==> config.mk <==
export PLATFORM = sky130hd
export DESIGN_NAME = exc_seq
export DESIGN_NICKNAME = d
export VERILOG_FILES = /design/src/rtl/exc_seq_pkg.sv /design/src/rtl/exc_stack_eng.sv /design/src/rtl/exc_vec_eng.sv /design/src/rtl/exc_seq_ctrl.sv /design/src/rtl/exc_seq.sv
export SDC_FILE = /design/constraint.sdc
export NUM_CORES = 1
export LEC_CHECK = 0
export ABC_AREA = 1
export BUFFER_PORTS_ARGS = -buffer_cell sky130_fd_sc_hd__clkbuf_2
export CAP_MARGIN = 30
export CORE_AREA = 2 2 296 298
export DETAILED_ROUTE_END_ITERATION = 12
export DIE_AREA = 0 0 298 300
export GPL_ROUTABILITY_DRIVEN = 1
export GPL_TIMING_DRIVEN = 0
export PLACE_DENSITY = 0.53
export SLEW_MARGIN = 20
export SYNTH_ARGS = -nofsm -noshare
export SYNTH_HDL_FRONTEND = slang
export SYNTH_SLANG_ARGS = --single-unit
==> constraint.sdc <==
create_clock -name clk -period 16.4 [get_ports clk]
set_input_delay 4.92 -clock clk [delete_from_list [all_inputs] [get_ports clk]]
set_output_delay 4.92 -clock clk [all_outputs]
set_load 0.01 [all_outputs]
==> src/rtl/exc_seq_pkg.sv <==
package exc_seq_pkg;

  typedef enum logic [2:0] {
    S_BOOT_GO,
    S_BOOT_WAIT,
    S_THREAD,
    S_ENTRY,
    S_HANDLER,
    S_TAIL,
    S_EXIT
  } seq_state_e;

endpackage

==> src/rtl/exc_stack_eng.sv <==
module exc_stack_eng #(
  parameter int DW    = 32,
  parameter int WORDS = 8
) (
  input  logic                clk,
  input  logic                rst_ni,
  input  logic                start_i,
  input  logic                push_i,
  input  logic [DW-1:0]       base_i,
  input  logic [WORDS*DW-1:0] frame_i,
  output logic                valid_o,
  output logic                write_o,
  output logic [DW-1:0]       addr_o,
  output logic [DW-1:0]       wdata_o,
  input  logic                ready_i,
  input  logic [DW-1:0]       rdata_i,
  output logic                done_o,
  output logic [WORDS*DW-1:0] frame_o
);

  localparam int CW = $clog2(WORDS);
  localparam logic [CW-1:0] LAST = CW'(WORDS - 1);
  localparam logic [DW-1:0] FRAME_BYTES = DW'(WORDS * 4);

  logic          act_q, act_d;
  logic          wr_q, wr_d;
  logic [CW-1:0] cnt_q, cnt_d;
  logic [DW-1:0] base_q, base_d;
  logic          done_q, done_d;
  logic          beat;
  logic [CW-1:0] widx;
  logic [DW-1:0] frame_lo;
  logic [DW-1:0] word_q [WORDS];

  assign beat = act_q & ready_i;
  // Pushes walk the frame top-down, pops walk it bottom-up.
  assign widx = wr_q ? (LAST - cnt_q) : cnt_q;
  assign frame_lo = wr_q ? (base_q - FRAME_BYTES) : base_q;

  always_comb begin
    act_d  = act_q;
    wr_d   = wr_q;
    cnt_d  = cnt_q;
    base_d = base_q;
    done_d = 1'b0;
    if (start_i) begin
      act_d  = 1'b1;
      wr_d   = push_i;
      cnt_d  = '0;
      base_d = base_i;
    end else if (beat) begin
      if (cnt_q == LAST) begin
        act_d  = 1'b0;
        done_d = 1'b1;
      end else begin
        cnt_d = cnt_q + 1'b1;
      end
    end
  end

  always_ff @(posedge clk or negedge rst_ni) begin
    if (!rst_ni) begin
      act_q  <= 1'b0;
      wr_q   <= 1'b0;
      cnt_q  <= '0;
      base_q <= '0;
      done_q <= 1'b0;
    end else begin
      act_q  <= act_d;
      wr_q   <= wr_d;
      cnt_q  <= cnt_d;
      base_q <= base_d;
      done_q <= done_d;
    end
  end

  // One holding register per frame word; loaded from the core on a push
  // start, or from the stack port on the matching pop beat.
  for (genvar g = 0; g < WORDS; g++) begin : g_word
    logic          ld;
    logic [DW-1:0] nxt;
    assign ld  = (start_i & push_i) | (beat & ~wr_q & (cnt_q == CW'(g)));
    assign nxt = start_i ? frame_i[g*DW +: DW] : rdata_i;
    always_ff @(posedge clk or negedge rst_ni) begin
      if (!rst_ni)  word_q[g] <= '0;
      else if (ld)  word_q[g] <= nxt;
    end
    assign frame_o[g*DW +: DW] = word_q[g];
  end

  assign valid_o = act_q;
  assign write_o = wr_q;
  assign addr_o  = frame_lo + (DW'(widx) << 2);
  assign wdata_o = word_q[widx];
  assign done_o  = done_q;

  p_stall_hold_r5: assert property (@(posedge clk) disable iff (!rst_ni)
    valid_o && !ready_i |=> valid_o && $stable(addr_o) && $stable(write_o) && $stable(wdata_o));

  p_push_desc_r2: assert property (@(posedge clk) disable iff (!rst_ni)
    valid_o && ready_i && write_o && (cnt_q != LAST) |=> valid_o && (addr_o == $past(addr_o) - 4));

  p_pop_asc_r6: assert property (@(posedge clk) disable iff (!rst_ni)
    valid_o && ready_i && !write_o && (cnt_q != LAST) |=> valid_o && (addr_o == $past(addr_o) + 4));

  p_start_idle_r5: assert property (@(posedge clk) disable iff (!rst_ni)
    start_i |-> !valid_o);

endmodule

==> src/rtl/exc_vec_eng.sv <==
module exc_vec_eng #(
  parameter int DW = 32
) (
  input  logic          clk,
  input  logic          rst_ni,
  input  logic          start_i,
  input  logic [DW-1:0] addr_i,
  output logic          valid_o,
  output logic [DW-1:0] addr_o,
  input  logic          ready_i,
  input  logic [DW-1:0] rdata_i,
  output logic          done_o,
  output logic [DW-1:0] data_o
);

  logic          act_q, act_d;
  logic [DW-1:0] addr_q, addr_d;
  logic [DW-1:0] data_q, data_d;
  logic          done_q, done_d;

  always_comb begin
    act_d  = act_q;
    addr_d = addr_q;
    data_d = data_q;
    done_d = 1'b0;
    if (start_i) begin
      act_d  = 1'b1;
      addr_d = addr_i;
    end else if (act_q && ready_i) begin
      act_d  = 1'b0;
      data_d = rdata_i;
      done_d = 1'b1;
    end
  end

  always_ff @(posedge clk or negedge rst_ni) begin
    if (!rst_ni) begin
      act_q  <= 1'b0;
      addr_q <= '0;
      data_q <= '0;
      done_q <= 1'b0;
    end else begin
      act_q  <= act_d;
      addr_q <= addr_d;
      data_q <= data_d;
      done_q <= done_d;
    end
  end

  assign valid_o = act_q;
  assign addr_o  = addr_q;
  assign done_o  = done_q;
  assign data_o  = data_q;

  p_vec_hold_r5: assert property (@(posedge clk) disable iff (!rst_ni)
    valid_o && !ready_i |=> valid_o && $stable(addr_o));

  p_vec_start_idle_r3: assert property (@(posedge clk) disable iff (!rst_ni)
    start_i |-> !valid_o);

endmodule

==> src/rtl/exc_seq_ctrl.sv <==
module exc_seq_ctrl
  import exc_seq_pkg::*;
#(
  parameter int              DW         = 32,
  parameter int              NUM_W      = 6,
  parameter int              WORDS      = 8,
  parameter logic [DW-1:0]   TABLE_BASE = '0
) (
  input  logic             clk,
  input  logic             rst_ni,
  input  logic             take_req_i,
  input  logic [NUM_W-1:0] take_num_i,
  input  logic             ret_req_i,
  output logic             take_ack_o,
  output logic             stk_start_o,
  output logic             stk_push_o,
  output logic [DW-1:0]    stk_base_o,
  input  logic             stk_busy_i,
  input  logic             stk_done_i,
  output logic             vec_start_o,
  output logic [DW-1:0]    vec_addr_o,
  input  logic             vec_busy_i,
  input  logic             vec_done_i,
  input  logic [DW-1:0]    vec_data_i,
  output logic             handler_mode_o,
  output logic             handler_go_o,
  output logic [DW-1:0]    handler_pc_o,
  output logic [NUM_W-1:0] cur_exc_o,
  output logic [DW-1:0]    sp_o,
  output logic             core_run_o,
  output logic             restore_o
);

  localparam logic [DW-1:0] FRAME_BYTES = DW'(WORDS * 4);

  seq_state_e       st_q, st_d;
  logic [DW-1:0]    sp_q, sp_d;
  logic [DW-1:0]    pc_q, pc_d;
  logic [NUM_W-1:0] cur_q, cur_d;
  logic [NUM_W-1:0] pend_q, pend_d;
  logic             sfin_q, sfin_d;
  logic             vfin_q, vfin_d;
  logic             go_q, go_d;
  logic             restore_q, restore_d;
  logic             accept_thread, accept_chain, accept_ret;
  logic [DW-1:0]    req_vec_addr;

  assign accept_thread = (st_q == S_THREAD) && take_req_i;
  assign accept_chain  = (st_q == S_HANDLER) && ret_req_i && take_req_i;
  assign accept_ret    = (st_q == S_HANDLER) && ret_req_i && !take_req_i;
  assign req_vec_addr  = TABLE_BASE + (DW'(take_num_i) << 2);

  // Port launches: both engines start in the acceptance cycle.
  always_comb begin
    take_ack_o  = accept_thread | accept_chain;
    stk_start_o = accept_thread | accept_ret;
    stk_push_o  = accept_thread;
    stk_base_o  = sp_q;
    vec_start_o = (st_q == S_BOOT_GO) | accept_thread | accept_chain;
    vec_addr_o  = (st_q == S_BOOT_GO) ? TABLE_BASE : req_vec_addr;
  end

  always_comb begin
    st_d      = st_q;
    sp_d      = sp_q;
    pc_d      = pc_q;
    cur_d     = cur_q;
    pend_d    = pend_q;
    sfin_d    = sfin_q;
    vfin_d    = vfin_q;
    go_d      = 1'b0;
    restore_d = 1'b0;
    unique case (st_q)
      S_BOOT_GO: st_d = S_BOOT_WAIT;
      S_BOOT_WAIT: begin
        if (vec_done_i) begin
          sp_d = vec_data_i;
          st_d = S_THREAD;
        end
      end
      S_THREAD: begin
        if (accept_thread) begin
          pend_d = take_num_i;
          sfin_d = 1'b0;
          vfin_d = 1'b0;
          st_d   = S_ENTRY;
        end
      end
      S_ENTRY: begin
        sfin_d = sfin_q | stk_done_i;
        vfin_d = vfin_q | vec_done_i;
        if (sfin_d && vfin_d) begin
          sp_d  = sp_q - FRAME_BYTES;
          pc_d  = vec_data_i;
          cur_d = pend_q;
          go_d  = 1'b1;
          st_d  = S_HANDLER;
        end
      end
      S_HANDLER: begin
        if (accept_chain) begin
          pend_d = take_num_i;
          st_d   = S_TAIL;
        end else if (accept_ret) begin
          st_d = S_EXIT;
        end
      end
      S_TAIL: begin
        if (vec_done_i) begin
          pc_d  = vec_data_i;
          cur_d = pend_q;
          go_d  = 1'b1;
          st_d  = S_HANDLER;
        end
      end
      S_EXIT: begin
        if (stk_done_i) begin
          sp_d      = sp_q + FRAME_BYTES;
          restore_d = 1'b1;
          st_d      = S_THREAD;
        end
      end
      default: st_d = S_BOOT_GO;
    endcase
  end

  always_ff @(posedge clk or negedge rst_ni) begin
    if (!rst_ni) begin
      st_q      <= S_BOOT_GO;
      sp_q      <= '0;
      pc_q      <= '0;
      cur_q     <= '0;
      pend_q    <= '0;
      sfin_q    <= 1'b0;
      vfin_q    <= 1'b0;
      go_q      <= 1'b0;
      restore_q <= 1'b0;
    end else begin
      st_q      <= st_d;
      sp_q      <= sp_d;
      pc_q      <= pc_d;
      cur_q     <= cur_d;
      pend_q    <= pend_d;
      sfin_q    <= sfin_d;
      vfin_q    <= vfin_d;
      go_q      <= go_d;
      restore_q <= restore_d;
    end
  end

  assign handler_mode_o = (st_q == S_HANDLER);
  assign core_run_o     = (st_q == S_THREAD) || (st_q == S_HANDLER);
  assign handler_go_o   = go_q;
  assign handler_pc_o   = pc_q;
  assign cur_exc_o      = cur_q;
  assign sp_o           = sp_q;
  assign restore_o      = restore_q;

  p_boot_nostack_r1: assert property (@(posedge clk) disable iff (!rst_ni)
    (st_q == S_BOOT_WAIT) |-> !stk_busy_i);

  p_join_r4: assert property (@(posedge clk) disable iff (!rst_ni)
    handler_go_o |-> handler_mode_o && !stk_busy_i && !vec_busy_i);

  p_restore_r6: assert property (@(posedge clk) disable iff (!rst_ni)
    (st_q == S_THREAD) && ($past(st_q) == S_EXIT) |-> restore_q);

  p_tail_quiet_r7: assert property (@(posedge clk) disable iff (!rst_ni)
    (st_q == S_TAIL) |-> !stk_busy_i);

  p_hold_r8: assert property (@(posedge clk) disable iff (!rst_ni)
    (st_q == S_HANDLER) && !ret_req_i |=> !stk_busy_i && !vec_busy_i);

endmodule

==> src/rtl/exc_seq.sv <==
module exc_seq #(
  parameter int            DW          = 32,
  parameter int            NUM_W       = 6,
  parameter int            FRAME_WORDS = 8,
  parameter logic [DW-1:0] TABLE_BASE  = '0
) (
  input  logic                      clk,
  input  logic                      rst_n,
  input  logic                      take_req,
  input  logic [NUM_W-1:0]          take_num,
  output logic                      take_ack,
  input  logic                      ret_req,
  input  logic [FRAME_WORDS*DW-1:0] state_in,
  output logic [FRAME_WORDS*DW-1:0] state_out,
  output logic                      restore_valid,
  output logic                      stk_valid,
  output logic                      stk_write,
  output logic [DW-1:0]             stk_addr,
  output logic [DW-1:0]             stk_wdata,
  input  logic                      stk_ready,
  input  logic [DW-1:0]             stk_rdata,
  output logic                      vec_valid,
  output logic [DW-1:0]             vec_addr,
  input  logic                      vec_ready,
  input  logic [DW-1:0]             vec_rdata,
  output logic                      handler_mode,
  output logic                      handler_go,
  output logic [DW-1:0]             handler_pc,
  output logic [NUM_W-1:0]          cur_exc,
  output logic [DW-1:0]             sp_out,
  output logic                      core_run
);

  logic [1:0]    rs_q;
  logic          rst_ns;
  logic          stk_start, stk_push, stk_done;
  logic [DW-1:0] stk_base;
  logic          vec_start, vec_done;
  logic [DW-1:0] vec_start_addr, vec_data;

  // Assert asynchronously, release on the clock.
  always_ff @(posedge clk or negedge rst_n) begin
    if (!rst_n) rs_q <= 2'b00;
    else        rs_q <= {rs_q[0], 1'b1};
  end
  assign rst_ns = rs_q[1];

  exc_seq_ctrl #(
    .DW(DW), .NUM_W(NUM_W), .WORDS(FRAME_WORDS), .TABLE_BASE(TABLE_BASE)
  ) ctrl_i (
    .clk           (clk),
    .rst_ni        (rst_ns),
    .take_req_i    (take_req),
    .take_num_i    (take_num),
    .ret_req_i     (ret_req),
    .take_ack_o    (take_ack),
    .stk_start_o   (stk_start),
    .stk_push_o    (stk_push),
    .stk_base_o    (stk_base),
    .stk_busy_i    (stk_valid),
    .stk_done_i    (stk_done),
    .vec_start_o   (vec_start),
    .vec_addr_o    (vec_start_addr),
    .vec_busy_i    (vec_valid),
    .vec_done_i    (vec_done),
    .vec_data_i    (vec_data),
    .handler_mode_o(handler_mode),
    .handler_go_o  (handler_go),
    .handler_pc_o  (handler_pc),
    .cur_exc_o     (cur_exc),
    .sp_o          (sp_out),
    .core_run_o    (core_run),
    .restore_o     (restore_valid)
  );

  exc_stack_eng #(.DW(DW), .WORDS(FRAME_WORDS)) stk_i (
    .clk    (clk),
    .rst_ni (rst_ns),
    .start_i(stk_start),
    .push_i (stk_push),
    .base_i (stk_base),
    .frame_i(state_in),
    .valid_o(stk_valid),
    .write_o(stk_write),
    .addr_o (stk_addr),
    .wdata_o(stk_wdata),
    .ready_i(stk_ready),
    .rdata_i(stk_rdata),
    .done_o (stk_done),
    .frame_o(state_out)
  );

  exc_vec_eng #(.DW(DW)) vec_i (
    .clk    (clk),
    .rst_ni (rst_ns),
    .start_i(vec_start),
    .addr_i (vec_start_addr),
    .valid_o(vec_valid),
    .addr_o (vec_addr),
    .ready_i(vec_ready),
    .rdata_i(vec_rdata),
    .done_o (vec_done),
    .data_o (vec_data)
  );

endmodule

==> results.sh <==
export IMPL_power_clock_fraction_pct=15.2
export IMPL_cp_slowest_cell="nor2_2"
export IMPL_cp_common_cell="clkbuf_2"
export IMPL_synthTopCellsByArea="dfrtp_1 (46%), nand2_1 (11%), nor2_1 (8.2%), a31oi_1 (8.1%), o21ai_0 (4.6%)"
export IMPL_routabilityCongestion=0.957
export IMPL_async_flop_share_pct=100
export IMPL_setup_worst_path_end="take_ack"
export IMPL_wl_um=130000
export IMPL_finalHoldViolCount=0
export IMPL_synth_top_cell_area_share_pct=46.2
export IMPL_fmax_mhz=93.4
export IMPL_cts_resized=0
export IMPL_grt_max_degree=55
export IMPL_crit_buf_inv=4
export IMPL_p_total_mw=7.77
export IMPL_start_util_pct=26.3
export IMPL_postCtsHoldBufs=0
export IMPL_clk_latency_ps=630
export IMPL_rows=108
export IMPL_clk_pin_slew_ps=50
export IMPL_setup_violations=0
export IMPL_drtPass1Iterations=6
export IMPL_arrival_ps=5790
export IMPL_die_h_um=300
export IMPL_placed_area_mm2=0.0282
export IMPL_slew_violations=0
export IMPL_cts_tree="yes"
export IMPL_cts_num_sinks=419
export IMPL_switching_share_pct=53.0
export IMPL_viasPerCell=5.10
export IMPL_grt_usage_pct=28.0
export IMPL_grt_ovfl_total=0
export IMPL_grt_pass1_vias=24475
export IMPL_crit_path_max_fanout=9
export IMPL_port_buffers=735
export IMPL_fin_area_mm2=0.0300
export IMPL_fp_dieW_um=298
export IMPL_vias=25258
export IMPL_drv_cap=0
export IMPL_drcViolationCount=0
export IMPL_boundaryPins=762
export IMPL_ys_seq_elements=419
export IMPL_synthTopCellsByCount="nand2_1 (670), nor2_1 (493), dfrtp_1 (419)"
export IMPL_drive_gt1_share_pct=26.2
export IMPL_worst_slack_ps=5690
export IMPL_clock_skew_ps=38.9
export IMPL_post_synth_inst_count=2917
export IMPL_hpwl_um=106000
export IMPL_htree_levels=2
export IMPL_timing_final_crit_share_pct=65.3
export IMPL_root_buffer="clkbuf_16"
export IMPL_finalSetupTns_ps=0
export IMPL_rsz0062_at_grt="false"
export IMPL_reg2reg_from="ctrl_i.st_q[0]$_DFFE_PN0P_"
export IMPL_fin_crit_ps=10710
export IMPL_ys_warnings_count=0
export IMPL_critical_path_class="in2out"
export IMPL_path_cells="clkbuf_2, inv_1, nor2_2, inv_4, nand2_4, clkbuf_2"
export IMPL_wl_per_cell_um=26.2
export IMPL_worst_r2r_cell_count=13
export IMPL_cp_top_family="buffers and inverters"
export IMPL_nNetsFinal=4112
export IMPL_pwr_share_seq_pct=26.2
export IMPL_antenna_found_initial=26
export IMPL_tightest_slew_ps=1050
export IMPL_avgSynthCellArea_um2=7.78
export IMPL_post_cts_buffers=0
export IMPL_leakagePower_nw=14.0
export IMPL_yosysMostFrequentCell="nand2_1"
export IMPL_clk_path_buf_depth=3
export IMPL_crit_cells=6
export IMPL_synth_edf_count=0
export IMPL_ant_nets=0
export IMPL_p_int_mw=3.65
export IMPL_hold_class="reg2async"
export IMPL_grt_pass1_wl_um=182000
export IMPL_cp_required_ps=11480
export IMPL_cts_buffers=51
export IMPL_status="completed"
export IMPL_seq_area_frac_synth_pct=46.2
export IMPL_crit_start="take_req"
export IMPL_slew_limit_headroom_pct=29.9
export IMPL_rrSetupSlack_ps=12990
export IMPL_r2r_end="ctrl_i.sp_o[26]$_DFFE_PN0P_"
export IMPL_place_ws_ps=5670
export IMPL_drt_initial_drc_count=2109
export IMPL_area_growth_pct=32.1
export IMPL_cellPowerDensity_mw_per_mm2=259
export IMPL_die_area_mm2=0.0894
export IMPL_synth_top_area_cell="dfrtp_1"
export IMPL_vdd_drop_max_mv=0.109
export IMPL_ys_flop_type="dfrtp_1"
export IMPL_power_switching_mw=4.12
export IMPL_cp_start_kind="primary input"
export IMPL_ys_types=48
export IMPL_worstSetupEndpointType="primary output"
export IMPL_p_comb_share_pct=58.6
export IMPL_core_area_mm2=0.0862
export IMPL_crit_path_max_incr_delay_ps=240
export IMPL_syn_area_mm2=0.0227
==> kinds of logic after synthesis <==
| logic type | after synthesis | share of synthesized area, % |
|---|---|---|
| flip-flops | 419 | 46.2 |
| other | 2 | 0.0331 |
| XOR/XNOR | 33 | 1.31 |
| AO/OA/AOI/OAI | 745 | 19.3 |
| adder cells (fa/ha/maj) | 37 | 2.11 |
| buffers and inverters | 341 | 6.57 |
| AND/OR/NAND/NOR | 1333 | 24.1 |
| multiplexers | 7 | 0.347 |
==> stage by stage <==
step	hold slack [ps]	util (%)	cells
final	286	34.8	4953
after global routing	326	34.8	4950
after CTS	288	34.7	4939
after detailed placement	298	32.7	4845
after global placement	334	32.4	4832
after floorplan	331	-	2942
==> metal layers <==
layer | GRT usage (%) | up-vias | part of all wire [%]
met5 | 0 | - | 0.047
met2 | 44.4 | 1281 | 45
met1 | 35.9 | 12194 | 41
li1 | - | 11493 | -
met4 | 11.9 | 10 | 4.9
met3 | 7.47 | 280 | 9.1
==> cell usage in the layout (no fill, tap or decap), drive strengths merged, types with 8 or more instances in the layout <==
cell      n
ha       35
xor2     27
nand2   685
o21ai   243
nand3    77
dfrtp   419
o21bai   70
buf     110
diode    14
nor2    510
a31oi   294
inv     152
a21oi    92
nand4    34
clkinv    8
nor3     16
o22ai    33
conb     27
clkbuf  910
==> worst min path at each step <==
stage / cells past startpoint / slack [ps] / end
4_1_cts: 0 / 290 / ctrl_i.cur_exc_o[5]$_DFFE_PN0P_
2_1_floorplan: 0 / 330 / rs_q[1]$_DFF_PN0_
3_3_place_gp: 0 / 330 / rs_q[1]$_DFF_PN0_
6_report: 0 / 290 / vec_i.addr_o[2]$_DFFE_PN0P_
3_5_place_dp: 0 / 300 / vec_i.addr_o[2]$_DFFE_PN0P_
5_1_grt: 0 / 330 / ctrl_i.cur_exc_o[5]$_DFFE_PN0P_
==> registers in the layout (all words and copies together) (netlist names), 2 cells and up <==
signal / count
ctrl_i.handler_pc_o: 32
stk_i.frame_o: 256
ctrl_i.cur_exc_o: 6
stk_i.base_q: 32
ctrl_i.pend_q: 6
vec_i.addr_o: 6
rs_q: 2
ctrl_i.st_q: 3
vec_i.data_o: 32
ctrl_i.sp_o: 32
stk_i.cnt_q: 3
==> power by group through the flow <==
stage / Combinational, mW / Sequential [mW] / Clock (mW)
floorplan: 2.25 / 2.08 / 0
global placement: 4.46 / 2.05 / 0
detailed placement: 4.52 / 2.03 / 0
CTS: 4.54 / 2.02 / 1.20
global route: 4.93 / 2.08 / 1.24
finish: 4.55 / 2.03 / 1.18
==> cell type report <==
type / instances / area [µm²]
multi-input combinational: 2182 / 10800
tap: 1155 / 1450
inverter: 151 / 569
sequential: 419 / 10500
fill: 9452 / 56200
buffer: 190 / 921
timing repair buffer: 748 / 3970
clock inverter: 12 / 160
clock buffer: 82 / 1570
antenna: 14 / 35.0
(Power assumes the default switching activity.)
